--- src/rtl/phy_cr_pkg.sv ---
package phy_cr_pkg;

    typedef enum logic [1:0] {
        OP_SEL = 2'd0,
        OP_WR  = 2'd1,
        OP_RD  = 2'd2,
        OP_RST = 2'd3
    } cr_op_e;

    typedef enum logic [3:0] {
        M_IDLE,
        M_SETTLE,
        M_ADDR,
        M_DATA,
        M_WRITE,
        M_FIRE,
        M_READ,
        M_GAP,
        M_DONE
    } main_st_e;

    typedef enum logic [1:0] {
        H_IDLE,
        H_RISE,
        H_FALL
    } hs_st_e;

    localparam int STB_W    = 4;
    localparam int STB_ADDR = 0;
    localparam int STB_DATA = 1;
    localparam int STB_WR   = 2;
    localparam int STB_RD   = 3;

    localparam logic [15:0] PHY_RST_REG  = 16'h7F3F;
    localparam logic [15:0] PHY_LANE_REG = 16'h2003;
    localparam logic [15:0] PHY_RST_VAL  = 16'h0001;
    localparam int          RST_BIT      = 0;
    localparam int          LOCK_BIT     = 1;

endpackage

--- src/rtl/phy_cr_handshake.sv ---
module phy_cr_handshake
    import phy_cr_pkg::*;
#(
    parameter int DW         = 16,
    parameter int POLL_CYC   = 10000,
    parameter int ACK_CHECKS = 10
) (
    input  logic             clk,
    input  logic             rst,
    input  logic             start,
    input  logic [STB_W-1:0] sel,
    input  logic             ack,
    input  logic [DW-1:0]    dout,
    output logic [STB_W-1:0] stb,
    output logic [DW-1:0]    cap,
    output logic             fin,
    output logic             tmo
);
    localparam int TW = (POLL_CYC > 1) ? $clog2(POLL_CYC) : 1;
    localparam int CW = (ACK_CHECKS > 1) ? $clog2(ACK_CHECKS) : 1;
    localparam logic [TW-1:0] TMR_RELOAD = TW'(POLL_CYC - 1);
    localparam logic [CW-1:0] LAST_CHK   = CW'(ACK_CHECKS - 1);

    hs_st_e        st, nxt;
    logic [TW-1:0] tmr;
    logic [CW-1:0] chk;
    logic          probe, hit, give_up;

    // a probe happens when the spacing timer has run out
    always_comb begin
        probe   = (tmr == '0);
        hit     = probe && ((st == H_RISE) ? ack : !ack);
        give_up = probe && !hit && (chk == LAST_CHK);
    end

    always_comb begin
        nxt = st;
        unique case (st)
            H_IDLE:  if (start) nxt = H_RISE;
            H_RISE: begin
                if (hit)          nxt = H_FALL;
                else if (give_up) nxt = H_IDLE;
            end
            H_FALL:  if (hit || give_up) nxt = H_IDLE;
            default: nxt = H_IDLE;
        endcase
    end

    always_ff @(posedge clk) begin
        if (rst) st <= H_IDLE;
        else     st <= nxt;
    end

    always_ff @(posedge clk) begin
        if (rst) begin
            stb <= '0;
            tmr <= '0;
            chk <= '0;
            cap <= '0;
            fin <= 1'b0;
            tmo <= 1'b0;
        end else begin
            fin <= 1'b0;
            tmo <= 1'b0;
            unique case (st)
                H_IDLE: begin
                    if (start) begin
                        stb <= sel;
                        tmr <= '0;
                        chk <= '0;
                    end
                end
                H_RISE, H_FALL: begin
                    if (!probe) begin
                        tmr <= tmr - TW'(1);
                    end else if (hit) begin
                        chk <= '0;
                        if (st == H_RISE) begin
                            cap <= dout;
                            stb <= '0;
                        end else begin
                            fin <= 1'b1;
                        end
                    end else if (give_up) begin
                        stb <= '0;
                        tmo <= 1'b1;
                    end else begin
                        chk <= chk + CW'(1);
                        tmr <= TMR_RELOAD;
                    end
                end
                default: ;
            endcase
        end
    end

endmodule

--- src/rtl/phy_cr_timer.sv ---
module phy_cr_timer #(
    parameter int CYC = 10000
) (
    input  logic clk,
    input  logic rst,
    input  logic load,
    output logic expired
);
    localparam int CW = $clog2(CYC + 1);

    logic [CW-1:0] cnt;

    always_ff @(posedge clk) begin
        if (rst) begin
            cnt     <= '0;
            expired <= 1'b0;
        end else begin
            expired <= (cnt == CW'(1)) && !load;
            if (load)             cnt <= CW'(CYC);
            else if (cnt != '0)   cnt <= cnt - CW'(1);
        end
    end

endmodule

--- src/rtl/phy_cr_settle.sv ---
module phy_cr_settle #(
    parameter int CYC = 10000
) (
    input  logic clk,
    input  logic rst,
    input  logic en,
    output logic ready
);
    localparam int CW = $clog2(CYC + 1);

    logic [CW-1:0] cnt;

    // counts consecutive cycles of en, saturating at CYC
    always_ff @(posedge clk) begin
        if (rst || !en)            cnt <= '0;
        else if (cnt != CW'(CYC))  cnt <= cnt + CW'(1);
    end

    assign ready = (cnt == CW'(CYC));

endmodule

--- src/rtl/phy_cr_seq.sv ---
module phy_cr_seq
    import phy_cr_pkg::*;
#(
    parameter int DW         = 16,
    parameter int CLK_MHZ    = 100,
    parameter int POLL_US    = 100,
    parameter int SETTLE_US  = 100,
    parameter int ACK_CHECKS = 10,
    parameter int PLL_TRIES  = 10
) (
    input  logic          clk,
    input  logic          rst,
    input  logic          pll_clk_en,
    input  logic          cmd_valid,
    input  logic [1:0]    cmd_op,
    input  logic [DW-1:0] cmd_data,
    output logic          busy,
    output logic          done,
    output logic          err_timeout,
    output logic [DW-1:0] rd_data,
    output logic [DW-1:0] cr_data_in,
    output logic          cr_cap_addr,
    output logic          cr_cap_data,
    output logic          cr_write,
    output logic          cr_read,
    input  logic          cr_ack,
    input  logic [DW-1:0] cr_data_out
);
    localparam int POLL_CYC   = CLK_MHZ * POLL_US;
    localparam int SETTLE_CYC = CLK_MHZ * SETTLE_US;
    localparam int TRY_W      = $clog2(PLL_TRIES + 1);
    localparam logic [TRY_W-1:0] LAST_TRY = TRY_W'(PLL_TRIES - 1);

    main_st_e         st, nxt;
    cr_op_e           op;
    logic             polling;
    logic [TRY_W-1:0] tries;
    logic [DW-1:0]    din, rdq;
    logic             done_q, err_q, hs_start, gap_start, fire_q;
    logic             nxt_err;

    logic [STB_W-1:0] hs_sel, hs_stb;
    logic [DW-1:0]    hs_cap;
    logic             hs_fin, hs_tmo, gap_exp, settle_ok, lock_seen;

    phy_cr_handshake #(
        .DW        (DW),
        .POLL_CYC  (POLL_CYC),
        .ACK_CHECKS(ACK_CHECKS)
    ) u_hs (
        .clk  (clk),
        .rst  (rst),
        .start(hs_start),
        .sel  (hs_sel),
        .ack  (cr_ack),
        .dout (cr_data_out),
        .stb  (hs_stb),
        .cap  (hs_cap),
        .fin  (hs_fin),
        .tmo  (hs_tmo)
    );

    phy_cr_timer #(.CYC(POLL_CYC)) u_gap (
        .clk    (clk),
        .rst    (rst),
        .load   (gap_start),
        .expired(gap_exp)
    );

    phy_cr_settle #(.CYC(SETTLE_CYC)) u_settle (
        .clk  (clk),
        .rst  (rst),
        .en   (pll_clk_en),
        .ready(settle_ok)
    );

    assign lock_seen = hs_cap[LOCK_BIT];

    // strobe selection follows the exchange state
    always_comb begin
        hs_sel           = '0;
        hs_sel[STB_ADDR] = (st == M_ADDR);
        hs_sel[STB_DATA] = (st == M_DATA);
        hs_sel[STB_WR]   = (st == M_WRITE);
        hs_sel[STB_RD]   = (st == M_READ);
    end

    always_comb begin
        nxt     = st;
        nxt_err = 1'b0;
        unique case (st)
            M_IDLE: begin
                if (cmd_valid) begin
                    unique case (cr_op_e'(cmd_op))
                        OP_SEL:  nxt = M_ADDR;
                        OP_WR:   nxt = M_DATA;
                        OP_RD:   nxt = M_READ;
                        OP_RST:  nxt = M_SETTLE;
                        default: nxt = M_IDLE;
                    endcase
                end
            end
            M_SETTLE: if (settle_ok) nxt = M_ADDR;
            M_ADDR: begin
                if (hs_tmo) begin
                    nxt     = M_DONE;
                    nxt_err = 1'b1;
                end else if (hs_fin) begin
                    if (op != OP_RST) nxt = M_DONE;
                    else if (polling) nxt = M_READ;
                    else              nxt = M_DATA;
                end
            end
            M_DATA: begin
                if (hs_tmo) begin
                    nxt     = M_DONE;
                    nxt_err = 1'b1;
                end else if (hs_fin) begin
                    nxt = din[RST_BIT] ? M_FIRE : M_WRITE;
                end
            end
            M_WRITE: begin
                if (hs_tmo) begin
                    nxt     = M_DONE;
                    nxt_err = 1'b1;
                end else if (hs_fin) begin
                    nxt = M_DONE;
                end
            end
            M_FIRE: nxt = (op == OP_RST) ? M_GAP : M_DONE;
            M_READ: begin
                if (hs_tmo) begin
                    nxt     = M_DONE;
                    nxt_err = 1'b1;
                end else if (hs_fin) begin
                    if (op != OP_RST || lock_seen) begin
                        nxt = M_DONE;
                    end else if (tries == LAST_TRY) begin
                        nxt     = M_DONE;
                        nxt_err = 1'b1;
                    end else begin
                        nxt = M_GAP;
                    end
                end
            end
            M_GAP:   if (gap_exp) nxt = M_ADDR;
            M_DONE:  nxt = M_IDLE;
            default: nxt = M_IDLE;
        endcase
    end

    always_ff @(posedge clk) begin
        if (rst) st <= M_IDLE;
        else     st <= nxt;
    end

    always_ff @(posedge clk) begin
        if (rst) begin
            op        <= OP_SEL;
            polling   <= 1'b0;
            tries     <= '0;
            din       <= '0;
            rdq       <= '0;
            done_q    <= 1'b0;
            err_q     <= 1'b0;
            hs_start  <= 1'b0;
            gap_start <= 1'b0;
            fire_q    <= 1'b0;
        end else begin
            hs_start  <= (nxt != st) && (nxt inside {M_ADDR, M_DATA, M_WRITE, M_READ});
            gap_start <= (nxt == M_GAP) && (st != M_GAP);
            fire_q    <= (nxt == M_FIRE);
            done_q    <= (nxt == M_DONE);
            err_q     <= nxt_err;

            if (st == M_IDLE && cmd_valid) begin
                op  <= cr_op_e'(cmd_op);
                din <= (cmd_op == OP_SEL || cmd_op == OP_WR) ? cmd_data : '0;
            end
            if (st == M_SETTLE && settle_ok)
                din <= DW'(PHY_RST_REG);
            if (st == M_ADDR && hs_fin && op == OP_RST && !polling)
                din <= DW'(PHY_RST_VAL);
            if (st == M_GAP && gap_exp) begin
                din     <= DW'(PHY_LANE_REG);
                polling <= 1'b1;
            end
            if (st == M_READ && hs_fin) begin
                rdq <= hs_cap;
                if (op == OP_RST && !lock_seen) tries <= tries + TRY_W'(1);
            end
            if (nxt == M_DONE) begin
                din     <= '0;
                polling <= 1'b0;
                tries   <= '0;
            end
        end
    end

    assign busy        = (st != M_IDLE);
    assign done        = done_q;
    assign err_timeout = err_q;
    assign rd_data     = rdq;
    assign cr_data_in  = din;
    assign cr_cap_addr = hs_stb[STB_ADDR];
    assign cr_cap_data = hs_stb[STB_DATA];
    assign cr_write    = hs_stb[STB_WR] | fire_q;
    assign cr_read     = hs_stb[STB_RD];

endmodule

--- config.mk ---
export PLATFORM = sky130hd
export DESIGN_NAME = phy_cr_seq
export DESIGN_NICKNAME = d
export VERILOG_FILES = /design/src/rtl/phy_cr_pkg.sv /design/src/rtl/phy_cr_handshake.sv /design/src/rtl/phy_cr_timer.sv /design/src/rtl/phy_cr_settle.sv /design/src/rtl/phy_cr_seq.sv
export SDC_FILE = /design/constraint.sdc
export NUM_CORES = 1
export LEC_CHECK = 0
export CAP_MARGIN = 10
export CORE_MARGIN = 5
export CORE_UTILIZATION = 31
export CTS_BUF_LIST = sky130_fd_sc_hd__clkbuf_8
export CTS_CLUSTER_DIAMETER = 40
export CTS_CLUSTER_SIZE = 16
export DETAILED_ROUTE_END_ITERATION = 6
export DONT_BUFFER_PORTS = 1
export PLACE_DENSITY_LB_ADDON = 0.1
export SYNTH_ARGS = -nofsm -noshare
export SYNTH_HDL_FRONTEND = slang
export SYNTH_HIERARCHICAL = 1
export SYNTH_SLANG_ARGS = --single-unit
--- constraint.sdc ---
create_clock -name clk -period 2.7 [get_ports clk]
set_input_delay 0.135 -clock clk [delete_from_list [all_inputs] [get_ports clk]]
set_output_delay 0.135 -clock clk [all_outputs]
set_load 0.05 [all_outputs]
==> summary.txt <==
Worst hold path
  – Worst hold path type: in2reg

Timing
  – Hold Vio Cnt, Final: 0
  – Slew Viols, Final: 0
  – Slew headroom: 43.5%
  – Unrepaired setup endpoints after global routing: false
  – Final setup TNS: 0 ns
  – Fin Clk Skew: 0.0182 ns
  – Setup violations, final: 0
  – Final Worst Setup Slack: 0.162 ns
  – Period utilization: 94.0%
  – Max Clock Freq: 394 MHz
  – Slew @ Worst Pin: 0.824 ns
  – Fin crit period: 2.54 ns

Clocking
  – Clk Tree Root Cell: clkbuf_8
  – CTS tree: yes
  – Clk buf depth: 2
  – Clk sinks: 119
  – Worst-skew pair later-pin latency: 0.44 ns
  – H-tree levels: 4
  – CTS buffer count: 17
  – CTS clock-pin slew for the worst setup and hold paths: 0.08 ns

Finish
  – Most common cell after layout, fill and taps aside: dfxtp_1
  – Fillers: 1922
  – Non-filler cells, final: 977
  – Area of the multi-input gates: 0.00318 mm^2
  – # diodes: 0
  – Synth-to-Final Area Change: 16.6%
  – Nets@finish: 781
  – Layout cells sized above 1: 10.8%
  – Most frequent cells in the layout: dfxtp_1, nand2_1, a21oi_1
  – Register area: 0.00238 mm^2

Yosys
  – EDFF count, synth: 0
  – Syn Area/Cell: 8.23 um^2
  – Register area share after synthesis: 41.0%
  – Synth cell types: 79
  – Most used DFF post-synth: dfxtp_1
  – Top post-synthesis cells by area: dfxtp_1, a21oi_1, nand2_1
  – Mapped cell area: 0.00581 mm^2
  – Synth top area share: 41.0%
  – FFs w/ async S/R, synth: 0%
  – Yosys reg bits: 119
  – Syn. warnings: 6
  – Gate Count Post-Synth: 705
  – Yosys top cell by area: dfxtp_1
  – Syn Nets: 756

Worst setup path
  – Worst setup SP type: register
  – Critical Path Fanout Max: 7
  – Critical Path Sink Type: register
  – Critical path class: reg2reg
  – Critical Path RT: 3.04 ns
  – Arrival @ worst endpoint: 2.88 ns

Floorplan
  – Die Ht: 147 um
  – # IOs: 78
  – Die Area: 0.0216 mm^2
  – Core ar.: 0.0186 mm^2
  – Die X: 147 um
  – Initial Utilization: 31.2%
  – Std-Cell Rows: 50

GRT
  – Vias in the first global route: 4884
  – Gr usage total: 14.6%
  – Largest net degree at the start of global routing: 71
  – Antenna violations before repair: 0
  – GRT overflow: 0
  – First-pass GRT wire length: 25500 um

Power and ir drop
  – Tot Pwr: 5.22 mW
  – Pwr dens: 772 mW/mm^2
  – Static Leak: 2.36 nW
  – Peak supply drop: 0.356 mV

Drt
  – Final WL: 16000 um
  – Vias per cell: 5.38
  – Post-route DRC: 0
  – Via count: 5261
  – Wirelength per Cell: 16.3 um
  – ANT nets after route: 0
  – DRT Pass-1 Iters: 7
  – Initial DRC count: 318

Status
  – Status: complete, no violations

Placement
  – IO buf count: 0
  – Placed instance count: 913
  – Gpl congestion: 0.850
  – HPWL after DPL: 11000 um
  – Pre-CTS WS: 0.165 ns

Flow run
  – MaxCap Viol Count: 0
[report_power, final]
group	switching (mW)	internal, mW
combinational	0.891	0.556
sequential	0.233	1.90
clock	0.807	0.840
total	1.93	3.29
[final cells by class]
type                            count  area share (%)
Clock buffer                       17            3.46
Timing Repair Buffer               45            6.40
Sequential cell                   119            35.2
Tap cell                          234            4.33
Multi-Input combinational cell    526            47.0
Clock inverter                     15            2.48
Inverter                           21            1.16
[critical path: stages (launching register included)]
cell,delay [ns]
dfxtp_1,0.36
or4b_1,0.58
nor4_4,0.33
buf_4,0.17
nor3_1,0.05
a311oi_2,0.25
o211ai_1,0.16
mux2_4,0.29
a311oi_2,0.25
[state kept, by name, indices dropped and copies added (netlist names)]
signal,flops
done,1
hs_start,1
fire_q,1
u_hs/tmo,1
u_hs/stb,4
err_timeout,1
gap_start,1
cr_data_in,16
polling,1
st,4
u_settle/cnt,14
op,2
u_hs/fin,1
u_gap/cnt,14
tries,4
u_hs/cap,16
u_hs/tmr,14
rd_data,16
u_hs/st,2
u_hs/chk,4
u_gap/expired,1
[cells by family after synthesis]
logic type,share of synthesized area (%)
buffers and inverters,4.42
AOI/OAI and AO/OA,20.6
DFF,41.0
and+or+nand+nor,28.5
xor gates and xnor gates,1.51
muxes,1.31
adders and majority gates,2.59
[metrics by stage]
| step | utilization [%] | area [um^2] | hold slack [ns] |
|---|---|---|---|
| after floorplan | - | 5810 | 0.204 |
| after global placement | 32.4 | 6020 | 0.215 |
| after detailed placement | 32.4 | 6020 | 0.218 |
| after CTS | 36.3 | 6750 | 0.00302 |
| after global routing | 36.4 | 6770 | 0.0236 |
| final | 36.4 | 6770 | 0.0286 |
[Yosys cell counts (10+ instances only)]
library cell,count
o21ai_0,17
dfxtp_1,119
nand3_1,16
ha_1,12
nand2_1,105
a31oi_1,15
nor2_1,53
and3_1,18
nor3_1,19
or4_1,10
clkbuf_1,25
inv_1,21
a21oi_1,90
[final timing paths]
path | start | to | slack, ns | cells past startpoint
worst max-delay path | u_settle/cnt[2] | hs_start | 0.16 | 8
worst min-delay path | cmd_data[6] | cr_data_in[6] | 0.03 | 3
worst max register to register | u_settle/cnt[2] | hs_start | 0.16 | 8
worst min register to register | u_hs/cap[9] | u_hs/cap[9] | 0.45 | 2
[repair_timing]
item	in CTS	in global routing
hold buffers	31	0
gates resized for setup	0	2
setup buffers	0	1
endpoints found under the hold margin	84	0
endpoints found under the setup margin	0	1
[per-layer routing]
layer  wire length [um]  global-route usage (%)  vias to the layer above  part of all wire [%]
li1                   -                       -                     2614                     -
met4                195                    4.66                        0                   1.2
met5                  0                       0                        -                     0
met1               7500                    18.9                     2522                    47
met3                622                    3.61                       17                   3.9
met2               7640                    23.8                      108                    48
No activity file was read; power rests on OpenSTA's default activity.
